==> config.mk <==
export PLATFORM = sky130hd
export DESIGN_NAME = prd_dma_engine
export DESIGN_NICKNAME = d
export VERILOG_FILES = /design/src/rtl/prd_dma_engine.sv
export SDC_FILE = /design/constraint.sdc
export NUM_CORES = 1
export LEC_CHECK = 0
export BUFFER_PORTS_ARGS = -buffer_cell sky130_fd_sc_hd__clkbuf_2
export CORE_MARGIN = 8
export CORE_UTILIZATION = 25
export CTS_CLUSTER_SIZE = 14
export DETAILED_ROUTE_END_ITERATION = 6
export SLEW_MARGIN = 25
export SYNTH_ARGS = -nofsm -noshare
export SYNTH_HDL_FRONTEND = slang
export SYNTH_SLANG_ARGS = --single-unit
==> constraint.sdc <==
create_clock -name clk -period 7.5 [get_ports clk]
set_input_delay 1.125 -clock clk [delete_from_list [all_inputs] [get_ports clk]]
set_output_delay 1.125 -clock clk [all_outputs]
set_load 0.01 [all_outputs]
==> src/rtl/prd_dma_engine.sv <==
module prd_dma_engine #(
  parameter int AW           = 32,
  parameter int CNT_W        = 18,
  parameter int PAGE_BYTES   = 8192,
  parameter int SECTOR_BYTES = 512,
  parameter int BACKOFF      = 4,
  parameter int BASE_DELAY   = 2
) (
  input  logic             clk,
  input  logic             rst_n,
  input  logic             cmd_ready,
  input  logic             cmd_disk_write,
  input  logic [CNT_W-1:0] cmd_bytes,
  input  logic [AW-1:0]    table_base,
  input  logic             start,
  input  logic             abort,
  output logic             mem_req,
  output logic             mem_we,
  output logic [AW-1:0]    mem_addr,
  output logic [15:0]      mem_len,
  input  logic             mem_busy,
  input  logic             mem_ack,
  input  logic [63:0]      mem_rdata,
  output logic [1:0]       dma_state,
  output logic             done,
  output logic             error
);
  localparam int PG_W  = $clog2(PAGE_BYTES);
  localparam int SEC_W = $clog2(SECTOR_BYTES);

  typedef enum logic [3:0] {
    P_IDLE, P_START, P_FETCH, P_FWAIT, P_DELAY, P_BURST, P_BWAIT, P_BACK, P_END
  } ph_t;

  ph_t             ph;
  logic [AW-1:0]   ptr, rg_addr;
  logic [15:0]     rg_rem, cnt;
  logic            rg_eot, dir_wr, ret_burst;
  logic [CNT_W-1:0] left;

  logic [31:0] d_base;
  logic [15:0] d_cnt;
  logic        d_eot;
  logic        unused_rsvd;
  assign d_base = mem_rdata[31:0];
  assign d_cnt  = mem_rdata[47:32];
  assign d_eot  = mem_rdata[63];
  assign unused_rsvd = ^mem_rdata[62:48];

  logic [16:0] page_left, cap, blen;
  assign page_left = 17'(PAGE_BYTES) - 17'(rg_addr[PG_W-1:0]);
  assign cap  = (17'(rg_rem) > 17'(PAGE_BYTES)) ? 17'(PAGE_BYTES) : 17'(rg_rem);
  assign blen = (cap > page_left) ? page_left : cap;

  assign mem_req   = (ph == P_FETCH || ph == P_BURST) && !mem_busy;
  assign mem_we    = (ph == P_BURST) && !dir_wr;
  assign mem_addr  = (ph == P_FETCH) ? ptr : rg_addr;
  assign mem_len   = (ph == P_FETCH) ? 16'd8 : blen[15:0];
  assign dma_state = (ph == P_IDLE) ? 2'd0 : (ph == P_START) ? 2'd1 : 2'd2;

  always_ff @(posedge clk or negedge rst_n) begin
    if (!rst_n) begin
      ph <= P_IDLE; ptr <= '0; rg_addr <= '0; rg_rem <= '0; cnt <= '0;
      rg_eot <= 1'b0; dir_wr <= 1'b0; ret_burst <= 1'b0; left <= '0;
      done <= 1'b0; error <= 1'b0;
    end else begin
      done  <= 1'b0;
      error <= 1'b0;
      if (abort && ph != P_IDLE) begin
        ph    <= P_IDLE;
        error <= 1'b1;
      end else begin
        case (ph)
          P_IDLE: if (cmd_ready) begin
            ph     <= P_START;
            dir_wr <= cmd_disk_write;
            left   <= cmd_bytes;
          end
          P_START: if (start) begin
            ptr <= {table_base[AW-1:2], 2'b00};
            ph  <= P_FETCH;
          end
          P_FETCH, P_BURST: begin
            if (mem_busy) begin
              cnt       <= 16'(BACKOFF - 1);
              ret_burst <= (ph == P_BURST);
              ph        <= P_BACK;
            end else begin
              ph <= (ph == P_FETCH) ? P_FWAIT : P_BWAIT;
            end
          end
          P_BACK: begin
            if (cnt == 16'd0) ph <= ret_burst ? P_BURST : P_FETCH;
            else cnt <= cnt - 16'd1;
          end
          P_FWAIT: if (mem_ack) begin
            ptr <= ptr + AW'(8);
            if (CNT_W'(d_cnt) > left) begin
              ph    <= P_IDLE;
              error <= 1'b1;
            end else begin
              rg_addr <= AW'(d_base);
              rg_rem  <= d_cnt;
              rg_eot  <= d_eot;
              cnt     <= 16'(BASE_DELAY) + (d_cnt >> SEC_W) - 16'd1;
              ph      <= P_DELAY;
            end
          end
          P_DELAY: begin
            if (cnt == 16'd0) ph <= (rg_rem == 16'd0) ? P_END : P_BURST;
            else cnt <= cnt - 16'd1;
          end
          P_BWAIT: if (mem_ack) begin
            rg_addr <= rg_addr + AW'(blen);
            rg_rem  <= rg_rem - blen[15:0];
            left    <= left - CNT_W'(blen);
            ph      <= (17'(rg_rem) == blen) ? P_END : P_BURST;
          end
          P_END: begin
            if (rg_eot) begin
              ph <= P_IDLE;
              if (left == '0) done <= 1'b1;
              else error <= 1'b1;
            end else begin
              ph <= P_FETCH;
            end
          end
          default: ph <= P_IDLE;
        endcase
      end
    end
  end

  p_tbl_align_r1: assert property (@(posedge clk) disable iff (!rst_n)
    (mem_req && ph == P_FETCH) |-> (mem_addr[1:0] == 2'b00 && !mem_we));
  p_start_only_r2: assert property (@(posedge clk) disable iff (!rst_n)
    (ph == P_IDLE && start) |=> (ph != P_FETCH));
  p_page_r4: assert property (@(posedge clk) disable iff (!rst_n)
    (mem_req && ph == P_BURST) |->
      ((32'(mem_addr[PG_W-1:0]) + 32'(mem_len)) <= 32'(PAGE_BYTES) && mem_len != 16'd0));
  p_busy_hold_r5: assert property (@(posedge clk) disable iff (!rst_n)
    (mem_busy && (ph == P_FETCH || ph == P_BURST) && !abort) |=> !mem_req);
  p_done_clean_r7: assert property (@(posedge clk) disable iff (!rst_n)
    done |-> (left == '0 && dma_state == 2'd0 && !error));
  p_abort_r10: assert property (@(posedge clk) disable iff (!rst_n)
    (abort && ph != P_IDLE) |=> (error && dma_state == 2'd0));
endmodule

==> impl_metrics.tcl <==
set metrics [dict create \
    place_hpwl_um 29200 \
    gp_congestion 0.864 \
    synth.cell_area_um2 10500 \
    r2r_slack_ns 1.17 \
    timing.setup.tns_ns 0 \
    ir_worst_vdd_mv 0.175 \
    grt_util_all_layers_pct 15.3 \
    regToRegStartpoint "rg_addr[3]" \
    synth_cells 1326 \
    worst_pin_slew_ns 1.06 \
    final_cell_mix "clkbuf_2 (155), nor2_1 (132), nand2_1 (129), a21oi_1 (126), dfrtp_1 (121)" \
    grt_pass1_wl_um 60100 \
    fin_worst_skew_ns 0.0144 \
    ioPinCount 176 \
    crit_type "reg -> reg" \
    yosysWarnings 0 \
    max_stage_delay_ns 0.58 \
    synth_cell_types 73 \
    worstHoldPathType "reg -> reg" \
    rsz0062_at_grt "false" \
    hold_viol 0 \
    path_buf_inv 2 \
    maxSlewHeadroom_pct 28.5 \
    numPortBuffers 156 \
    min_from "cnt[13]" \
    die_y_um 221 \
    insertion_delay_ns 0.44 \
    top_layer "met5" \
    grt_max_degree 83 \
    synth_edf_count 0 \
    ant_nets 0 \
    die-area_um2 48800 \
    clock_tree.buffer_depth 2 \
    r2r_cells 19 \
    power.leakage_nw 5.59 \
    area_delta_synth_final_pct 18.2 \
    htreeDepth 4 \
    p_sw_share_pct 50.9 \
    clock-root-buffer "clkbuf_16" \
    grt_antenna_before_repair 5 \
    cts_hold_buf 0 \
    post_cts_resized 0 \
    postLayoutCellArea_um2 12400 \
    drt_iter0_drc 1023 \
    fmax_ghz 0.158 \
    async_flop_share_pct 100 \
    fin_crit_ns 6.33 \
    slew_viol_final 0 \
    fillers 4468 \
    power.switching_mw 3.31 \
    required_ns 7.83 \
    finalSetupViolCount 0 \
    whs_path_depth 2 \
    post_drt_wl_per_cell_um 19.0 \
    wl_met3_um 2620 \
    post_cts_buffers 0 \
    worstPathArrival_ns 6.66 \
    critical_path.top_delay_family "compound AO/OA/AOI/OAI gates" \
    vias 10674 \
    dpl_cell_area_um2 11900 \
    totalWireLength_um 38200 \
    startpoint_type "register" \
    p_total_mw 6.50 \
    row_count 75 \
    tritoncts "done" \
    seq_power_share_pct 21.1 \
    cp-end-kind "register" \
    layout.nets 1666 \
    coreArea_um2 41800 \
    timing.rr.end "rg_addr[30]" \
    routed_via_density 5.31 \
    synth-seq-cells 121 \
    yosysSeqAreaShare_pct 28.8 \
    path_clk_slew_ns 0.06 \
    crit_chain "nor3_1 -> nand4bb_1 -> or4_1 -> ha_1 -> nand3_1 -> nor3_1 -> a21oi_1 -> a32oi_1 -> buf_4 -> mux2i_1 -> inv_1 -> ha_1 -> or3_1 -> o21a_1 -> o31a_1 -> o211ai_1 -> a21oi_1 -> a311o_1 -> nor3b_1" \
    avgSynthCellArea_um2 7.92 \
    hold_end "cnt[13]" \
    internal-power_mw 3.19 \
    cts_sinks 121 \
    final_common_cell "clkbuf_2" \
    crit_slowest_cell "or4_1" \
    drv_cap 0 \
    power_frac_comb_pct 66.8 \
    synth-main-ff-cell "dfrtp_1" \
    drive_gt1_share_pct 17.5 \
    first_pass_iters 6 \
    status "finished clean" \
    initial_core_util_pct 25.2 \
    numCtsBuffers 17 \
    wl_met1_um 17000 \
    drc 0 \
    pwr-share-clk_pct 12.1 \
    powerDensity_nw_per_um2 524 \
    met2_length_um 18100 \
    gr-total-overflow 0 \
    final_util_pct 29.7 \
    crit_fanout 13 \
    fin_crit_sh_pct 84.4 \
    grt_pass1_vias 10420 \
    die_x_um 221 \
]
-- cells by family (layout without fill, tap and decap cells) --
| kind of cell | count (synthesis) | after routing | share of synthesized area [%] |
|---|---|---|---|
| flip-flops | 121 | 121 | 28.8 |
| AO/OA/AOI/OAI | 424 | 424 | 25.3 |
| adder cells (fa/ha/maj) | 85 | 85 | 10.3 |
| XOR/XNOR | 47 | 47 | 3.92 |
| multiplexers | 54 | 54 | 5.62 |
| other | 2 | 8 | 0.0715 |
| AND/OR/NAND/NOR | 464 | 464 | 21.1 |
| buffers and inverters | 129 | 270 | 4.86 |
-- area by class of cell --
| cell class | instances | area [um^2] | area share [%] |
|---|---|---|---|
| flip-flops and latches | 121 | 3030 | 24.4 |
| diodes | 1 | 2.50 | 0.0202 |
| multi-input cells | 1081 | 7030 | 56.6 |
| well taps | 539 | 674 | 5.43 |
| clock buffers | 22 | 464 | 3.74 |
| repair buffers | 170 | 892 | 7.19 |
| clock inverters | 10 | 71.3 | 0.574 |
| inverters | 68 | 255 | 2.06 |
-- sequential cells by signal, summed over array words and instances, names as in the netlist --
name and flops:
ret_burst 1, left 18, error 1, done 1, rg_eot 1, cnt 16
rg_rem 16, dir_wr 1, rg_addr 32, ptr 30, ph 4
-- metal layers --
layer  up-vias  GRT usage, %
met1      5162          20.2
met2       365          25.4
li1       5102             -
met5         -             0
met4         6          3.70
met3        39          3.15
-- through the flow --
step / setup WS (ns) / hold WS, ns / instances
after floorplan: 2.08 / 0.463 / 1331
after global placement: 1.31 / 0.480 / 1979
after detailed placement: 1.21 / 0.490 / 1979
after CTS: 1.19 / 0.511 / 2011
after global routing: 0.776 / 0.541 / 2012
final: 1.17 / 0.507 / 2012
-- worst max-delay path by stage --
stage | startpoint | endpoint | slack (ns) | cells after the start
2_1_floorplan | rg_addr[4] | rg_addr[30] | 2.08 | 20
3_3_place_gp | rg_addr[3] | rg_addr[27] | 1.31 | 23
3_5_place_dp | rg_addr[3] | rg_addr[30] | 1.21 | 19
4_1_cts | rg_addr[3] | rg_addr[30] | 1.19 | 19
5_1_grt | rg_addr[3] | rg_addr[27] | 0.78 | 19
6_report | rg_addr[3] | rg_addr[30] | 1.17 | 19
-- worst reg2reg max path, stage by stage, from the launching register on --
cell,delay (ns)
dfrtp_1,0.52
nor3_1,0.34
nand4bb_1,0.25
or4_1,0.58
ha_1,0.32
nand3_1,0.12
nor3_1,0.29
a21oi_1,0.11
a32oi_1,0.26
buf_4,0.29
mux2i_1,0.58
inv_1,0.10
ha_1,0.23
or3_1,0.36
o21a_1,0.21
o31a_1,0.28
o211ai_1,0.58
a21oi_1,0.30
a311o_1,0.38
nor3b_1,0.13
-- synthesized netlist by cell type (all sizes together) (4+ instances only) --
library cell	count	area [um^2]
nor3	31	166
xnor2	27	236
o31ai	6	50.1
o211ai	14	105
nand2	129	484
buf	13	75.1
nor2	133	499
a311oi	5	43.8
ha	82	1030
o32ai	8	70.1
a22oi	7	52.6
inv	68	255
a211oi	15	118
or2	9	58.8
nand3	43	215
or4	4	30.0
o21a	10	75.1
o21ai	112	561
and2	13	81.3
or3	12	75.1
dfrtp	121	3030
a211o	9	78.8
nand4	20	125
o22ai	15	93.8
xor2	20	175
nor2b	12	75.1
a21oi	126	631
a21o	22	173
a41oi	6	52.6
mux2i	14	140
a31oi	23	144
nor4	9	56.3
o21bai	5	37.5
and3	11	68.8
mux2	40	450
a32oi	6	52.6
o22a	8	70.1
clkbuf	48	180
nand2b	25	156
-- power groups by stage --
stage / combinational, mW / clock (mW) / sequential, mW
floorplan: 3.21 / 0 / 1.19
global placement: 4.21 / 0 / 1.36
detailed placement: 4.29 / 0 / 1.37
CTS: 4.33 / 0.797 / 1.36
global route: 4.86 / 0.825 / 1.42
finish: 4.34 / 0.786 / 1.37
No activity file was read; power rests on OpenSTA's default activity.
